File: config.mk
export PLATFORM = sky130hd
export DESIGN_NAME = cc23_encoder
export DESIGN_NICKNAME = d
export VERILOG_FILES = /design/src/rtl/cc23_pkg.sv /design/src/rtl/cc23_trellis_fsm.sv /design/src/rtl/cc23_branch_map.sv /design/src/rtl/cc23_out_stage.sv /design/src/rtl/cc23_encoder.sv
export SDC_FILE = /design/constraint.sdc
export NUM_CORES = 1
export LEC_CHECK = 0
export ABC_AREA = 1
export CORE_AREA = 2 2 39 41
export CTS_BUF_LIST = sky130_fd_sc_hd__clkbuf_8
export DETAILED_ROUTE_END_ITERATION = 7
export DIE_AREA = 0 0 41 43
export DONT_BUFFER_PORTS = 1
export GPL_ROUTABILITY_DRIVEN = 0
export PLACE_DENSITY = 0.3
export SKIP_LAST_GASP = 1
export SLEW_MARGIN = 40
export SYNTH_ARGS = -nofsm -noshare
export SYNTH_HDL_FRONTEND = slang
export SYNTH_SLANG_ARGS = --single-unit
File: constraint.sdc
create_clock -name clk -period 1.4 [get_ports clk]
set_input_delay 0.07 -clock clk [delete_from_list [all_inputs] [get_ports clk]]
set_output_delay 0.07 -clock clk [all_outputs]
set_load 0.02 [all_outputs]
File: src/rtl/cc23_pkg.sv
package cc23_pkg;

    localparam int IN_W  = 2;
    localparam int SYM_W = IN_W + 1;
    localparam int ST_W  = 2;

    // bit 1 = second delay (d2), bit 0 = first delay (d1)
    typedef enum logic [ST_W-1:0] {
        TS_ZERO = 2'b00,
        TS_D1   = 2'b01,
        TS_D2   = 2'b10,
        TS_BOTH = 2'b11
    } trellis_state_t;

    typedef logic [IN_W-1:0]  word_t;
    typedef logic [SYM_W-1:0] sym_t;

endpackage

File: src/rtl/cc23_trellis_fsm.sv
module cc23_trellis_fsm
    import cc23_pkg::*;
(
    input  logic           clk,
    input  logic           rst,
    input  logic           adv,
    input  logic           x0,
    output trellis_state_t state_q
);

    trellis_state_t state_d;

    always_ff @(posedge clk) begin
        if (rst) begin
            state_q <= TS_ZERO;
        end else begin
            state_q <= state_d;
        end
    end

    always_comb begin
        state_d = state_q;
        if (adv) begin
            unique case (state_q)
                TS_ZERO: state_d = x0 ? TS_D1   : TS_ZERO;
                TS_D1:   state_d = x0 ? TS_BOTH : TS_D2;
                TS_D2:   state_d = x0 ? TS_ZERO : TS_D1;
                TS_BOTH: state_d = x0 ? TS_D2   : TS_BOTH;
                default: state_d = TS_ZERO;
            endcase
        end
    end

endmodule

File: src/rtl/cc23_branch_map.sv
module cc23_branch_map
    import cc23_pkg::*;
(
    input  trellis_state_t state,
    input  word_t          word,
    output sym_t           sym
);

    logic [1:0] coded;

    always_comb begin
        coded = 2'b00;
        unique case (state)
            TS_ZERO: coded = {word[0],  1'b0};
            TS_D1:   coded = {word[0],  1'b1};
            TS_D2:   coded = {~word[0], 1'b0};
            TS_BOTH: coded = {~word[0], 1'b1};
            default: coded = 2'b00;
        endcase
        sym = {word[IN_W-1], coded};
    end

endmodule

File: src/rtl/cc23_out_stage.sv
module cc23_out_stage
    import cc23_pkg::*;
(
    input  logic clk,
    input  logic rst,
    input  logic load,
    input  sym_t sym_in,
    output logic valid_q,
    output sym_t sym_q
);

    always_ff @(posedge clk) begin
        if (rst) begin
            valid_q <= 1'b0;
            sym_q   <= '0;
        end else begin
            valid_q <= load;
            if (load) begin
                sym_q <= sym_in;
            end
        end
    end

endmodule

File: src/rtl/cc23_encoder.sv
module cc23_encoder
    import cc23_pkg::*;
(
    input  logic             clk,
    input  logic             rst,
    input  logic             in_valid,
    input  logic [IN_W-1:0]  in_bits,
    output logic             out_valid,
    output logic [SYM_W-1:0] out_sym
);

    trellis_state_t state_q;
    sym_t           sym_c;

    cc23_trellis_fsm u_fsm (
        .clk     (clk),
        .rst     (rst),
        .adv     (in_valid),
        .x0      (in_bits[0]),
        .state_q (state_q)
    );

    cc23_branch_map u_map (
        .state (state_q),
        .word  (in_bits),
        .sym   (sym_c)
    );

    cc23_out_stage u_out (
        .clk     (clk),
        .rst     (rst),
        .load    (in_valid),
        .sym_in  (sym_c),
        .valid_q (out_valid),
        .sym_q   (out_sym)
    );

endmodule

# Word level (Yosys, flattened, before mapping)
# Cells that the tools add are included.
# W data, S select, Z words.
# word_totals
mem_bits_rw	0
latch_bits	0
memories	0
word_cells	14
out_inout_bits	4
regBits	6
inputBits	5
rom_bits	0
# classes
n_reduce_logical	1
addsub	0
eq_ne	3
mul	0
div_mod_pow	0
order_cmp	0
shifts	0
n_mux	6
n_bitwise	1
# ops
op	n
$pmux W2 S4	2
$eq A2 B2 Y1 const B	2
$mux W1	4
$eq A2 B1 Y1 const B	1
$logic_not A2 Y1	1
$not A1 Y1	1

# Depth between registers and ports, before layout
# logic_depth
depth_word	2
depth_mapped	5
mapped_depth_nobuf	5

# Hierarchy
# Synthesis repeated with hierarchy kept, for this count alone.
# unflattened
cells_unflattened	42
area_unflattened_um2	264.0
# modules_own_cells
module	cells_each	area_each_um2	instances	seq_area_each_um2
cc23_out_stage	22	147.6	1	80.1
cc23_trellis_fsm	13	86.3	1	40.0
cc23_branch_map	7	30.0	1	0.0

# Worst setup path after synthesis
# No wires, ideal clock.
# synth_timing
path_kind	register to register
from	reg, netlist name u_out.sym_q[0]
to	reg u_fsm.state_q[0]
path_slack_ns	0.588
setup_time_ns	0.109
period_less_slack_ns	0.812
path_buffers	0
required_ns	1.291
stages_incl_launch_ff	6
arrival_time_ns	0.703
cell_sequence	dfxtp_1 > inv_1 > nand2_1 > nand3_1 > nand2_1 > inv_1
# synth_rtl
element	line_no	rtl
end signal, assigned	cc23_trellis_fsm.sv:17	state_q <= state_d;
end, declared	cc23_trellis_fsm.sv:8	output trellis_state_t state_q

==> run summary <==
Clock tree synthesis found a total of 4 sinks. The number of cells on the worst reg-to-reg path is 3. The first global-routing pass estimated 579 µm of wire. The run gives 1 as the depth of the CTS H-tree. The internal cell power was 0.3158 mW; the synthesized netlist net count was 26. The number of global-route vias before repair came out at 146.

Launch point of the worst hold path: in_valid. The number of antenna diodes in the final layout is 0. After detailed routing, no signal wire sits above met3.

STA classifies the critical path startpoint as a flop. The post-route met1 wirelength was 203 µm. The buffer depth of the longest clock path came out at 2.

Relative to the synthesized area, the layout overhead comes to 61.86%. After synthesis, flip-flops and latches occupy 54.24% of the total area. The logs give 0.3965 mW for the post-route total power and 6 for the distinct cell type count of the synthesized netlist. The number of clock buffers inserted by TritonCTS is 3. The tools report the critical register-to-register path startpoint as u_out.sym_q[2]$_SDFFE_PP0P_. The die covers 1763 µm². The run gives 0 as the post-detailed-route count of antenna-violating nets.

Tracing the worst setup path back leads to its startpoint at u_out.sym_q[2]$_SDFFE_PP0P_. Sequential share of power: 34.0%. Headroom to the max-slew limit came out at 78.64%. TritonCTS built the clock tree. The finished cells cover 239.0 µm².

The path class of the tightest hold or removal check is primary input to flop. After detailed routing, the number of remaining DRC violations is 0. The standard cell core area is 1384 µm². Setup repair after global routing left no endpoint under its margin.

The clock reaches the later pin of the worst-skew pair after 0.22 ns. The HPWL after detailed placement is 243.8 µm. The tools report the number of max-capacitance violations reported as 0. Die boundary height: 43 µm. The CTS root buffer is sky130_fd_sc_hd__clkbuf_8. After detailed routing, the average wire length per cell comes to 9.186 µm.

The register-to-register path setup slack is 0.15 ns. Once the floorplan was initialized, standard cells occupied 10.67% of the core. The worst path uses 89.35% of the clock period. The classification of the worst setup path is flop to flop. Across the routed clock network, the largest skew measured is 0.00004115 ns. The multi-input combinational cells in the finished layout cover a total of 52.55 µm². Each instance of the synthesized netlist takes up on average 7.031 µm². The worst setup path is captured at a flop. The met3 wire length was 83 µm. The biggest fanout along the worst timing path was 2; the post-synthesis sequential element count was 4. Registers take 80.08 µm².

Cells with a size suffix above 1 make up 11.11% of the layout. The overall overflow remaining after global route came out at 0. The sum of negative setup slack was 0 ns. Summed over all nets, the switching power comes to 0.08065 mW.

Destination of the worst register-to-register timing path: u_out.sym_q[2]$_SDFFE_PP0P_. In the detailed route, the total length drawn on met2 is 108 µm. The flow ran to the end, and the final reports show no timing, DRC or antenna violations.

After layout, the minimum clock period comes to 1.251 ns. The total of buffers placed on input and output ports is 0, and the total global routing track utilization is 6.445%. In this run, the number of DRC markers left after iteration 0 of detailed routing was 7.

For the worst setup path, the data required time is 1.56 ns. The clock-pin transition on the worst setup and hold timing paths is 0.03 ns. Combinational logic is responsible for 5.1% of the overall power. Summed over all layers, the routed wires come to 395 µm.

Number of iterations in the first detailed-routing pass: 4. Measured along the x axis, the die boundary spans 41 µm. In the synthesized netlist, the number of instances is 21.

The leakage power of the design is 0.1101 nW. VDD sags by at most 0.7703 mV. The post-cts resize count came out at 0.

For the pin with the worst max-slew slack, the measured transition is 0.3200 ns. The number of max-slew violations in the final report is 0, and the count of endpoints failing hold in the final timing report is 0. Entering global routing, the biggest net connects 6 pins.

For this design the top-level I/O count stands at 9. The mapped netlist covers 147.6 µm². In the routed layout, each cell is associated on average with a via count of 3.256. Counting the fill cells in the layout gives 154. The leading cell type in the layout, fill and taps excluded is sky130_fd_sc_hd__nand2_1.

The worst hold path cell count works out to 2. Data arrives at the worst endpoint at 1.41 ns. The clock network burns 60.9% of the power.

Net switching is 20.34% of the power. The library cells used most frequently in the layout, excluding fill and tap cells, are sky130_fd_sc_hd__nand2_1 (7), sky130_fd_sc_hd__inv_1 (4), sky130_fd_sc_hd__dfxtp_1 (4). The net count of the finished layout is 34. The tools report the sink of the worst hold path as u_out.valid_q$_SDFF_PP0_.

Number of antenna violations at the first check in global routing: 0. After detailed placement, the total cell area comes to 167.7 µm². In this run the power density over the cells is 1659 nW/µm². The synthesis warning total is 0, and the number of vias after detailed routing is 140. The final-report setup violation count came out at 0. The initialized floorplan defines 14 standard-cell rows. The tools report the maximum clock frequency as 799.5 MHz.
==> state kept, by name (all words and copies together), names as in the netlist <==
signal	cells
u_fsm.state_q	1
u_out.sym_q	2
u_out.valid_q	1
==> critical path, stage by stage, from the launching register on <==
cell and delay (ns):
sky130_fd_sc_hd__dfxtp_1 0.44, sky130_fd_sc_hd__nand2_1 0.09, sky130_fd_sc_hd__a21oi_1 0.12, sky130_fd_sc_hd__dlygate4sd3_1 0.55
==> per-stage QoR <==
step                      cells  util [%]  setup WS [ns]  hold WS, ns
after floorplan              21         -         0.5883       0.1391
after global placement       37     12.12         0.5304       0.1403
after detailed placement     37     12.12         0.5227       0.1446
after CTS                    43     17.27         0.1590     0.009552
after global routing         43     17.27         0.1032      0.03352
final                        43     17.27         0.1491      0.01507
==> how the worst max path moves through the flow <==
stage                                          to  cells past startpoint
global route          u_out.sym_q[2]$_SDFFE_PP0P_                      3
detailed placement  u_fsm.state_q[0]$_SDFFE_PP0P_                      5
global placement    u_fsm.state_q[0]$_SDFFE_PP0P_                      5
finish                u_out.sym_q[2]$_SDFFE_PP0P_                      3
CTS                   u_out.sym_q[2]$_SDFFE_PP0P_                      3
floorplan           u_fsm.state_q[0]$_SDFFE_PP0P_                      5
==> metal layers <==
layer / vias to the layer above / GRT usage [%]
li1: 75 / -
met1: 53 / 7.468
met2: 12 / 4.375
met3: 0 / 9.424
met4: 0 / 6.000
met5: - / 0
==> power groups by stage <==
stage               clock network (mW)  logic, mW  registers (mW)
floorplan                            0     0.0108           0.134
global placement                     0     0.0118           0.136
detailed placement                   0     0.0120           0.136
CTS                              0.249     0.0200           0.135
global route                     0.267     0.0231           0.135
finish                           0.241     0.0203           0.135
==> kinds of logic after synthesis <==
| kind of cell | synth area share [%] |
|---|---|
| AOI/OAI and AO/OA | 6.780 |
| buffers and inverters | 10.17 |
| DFF | 54.24 |
| and+or+nand+nor | 28.81 |
==> cells in the mapped netlist, drive strengths merged <==
cell / number / area, µm²
nand2: 7 / 26.28
nand3: 1 / 5.000
nor2: 3 / 11.26
a21oi: 2 / 10.01
dfxtp: 4 / 80.08
inv: 4 / 15.01
==> cell type report <==
| type | instances | share of cell area, % |
|---|---|---|
| clock buffer | 3 | 17.28 |
| timing repair buffer | 3 | 12.57 |
| sequential | 4 | 33.51 |
| multi-input combinational | 13 | 21.99 |
| tap | 16 | 8.377 |
| inverter | 4 | 6.283 |
==> what timing repair did <==
action                    4_1_cts  5_1_grt
buffers inserted                0        0
hold buffers                    3        0
hold endpoints to repair        4        0
(Power assumes the default switching activity.)
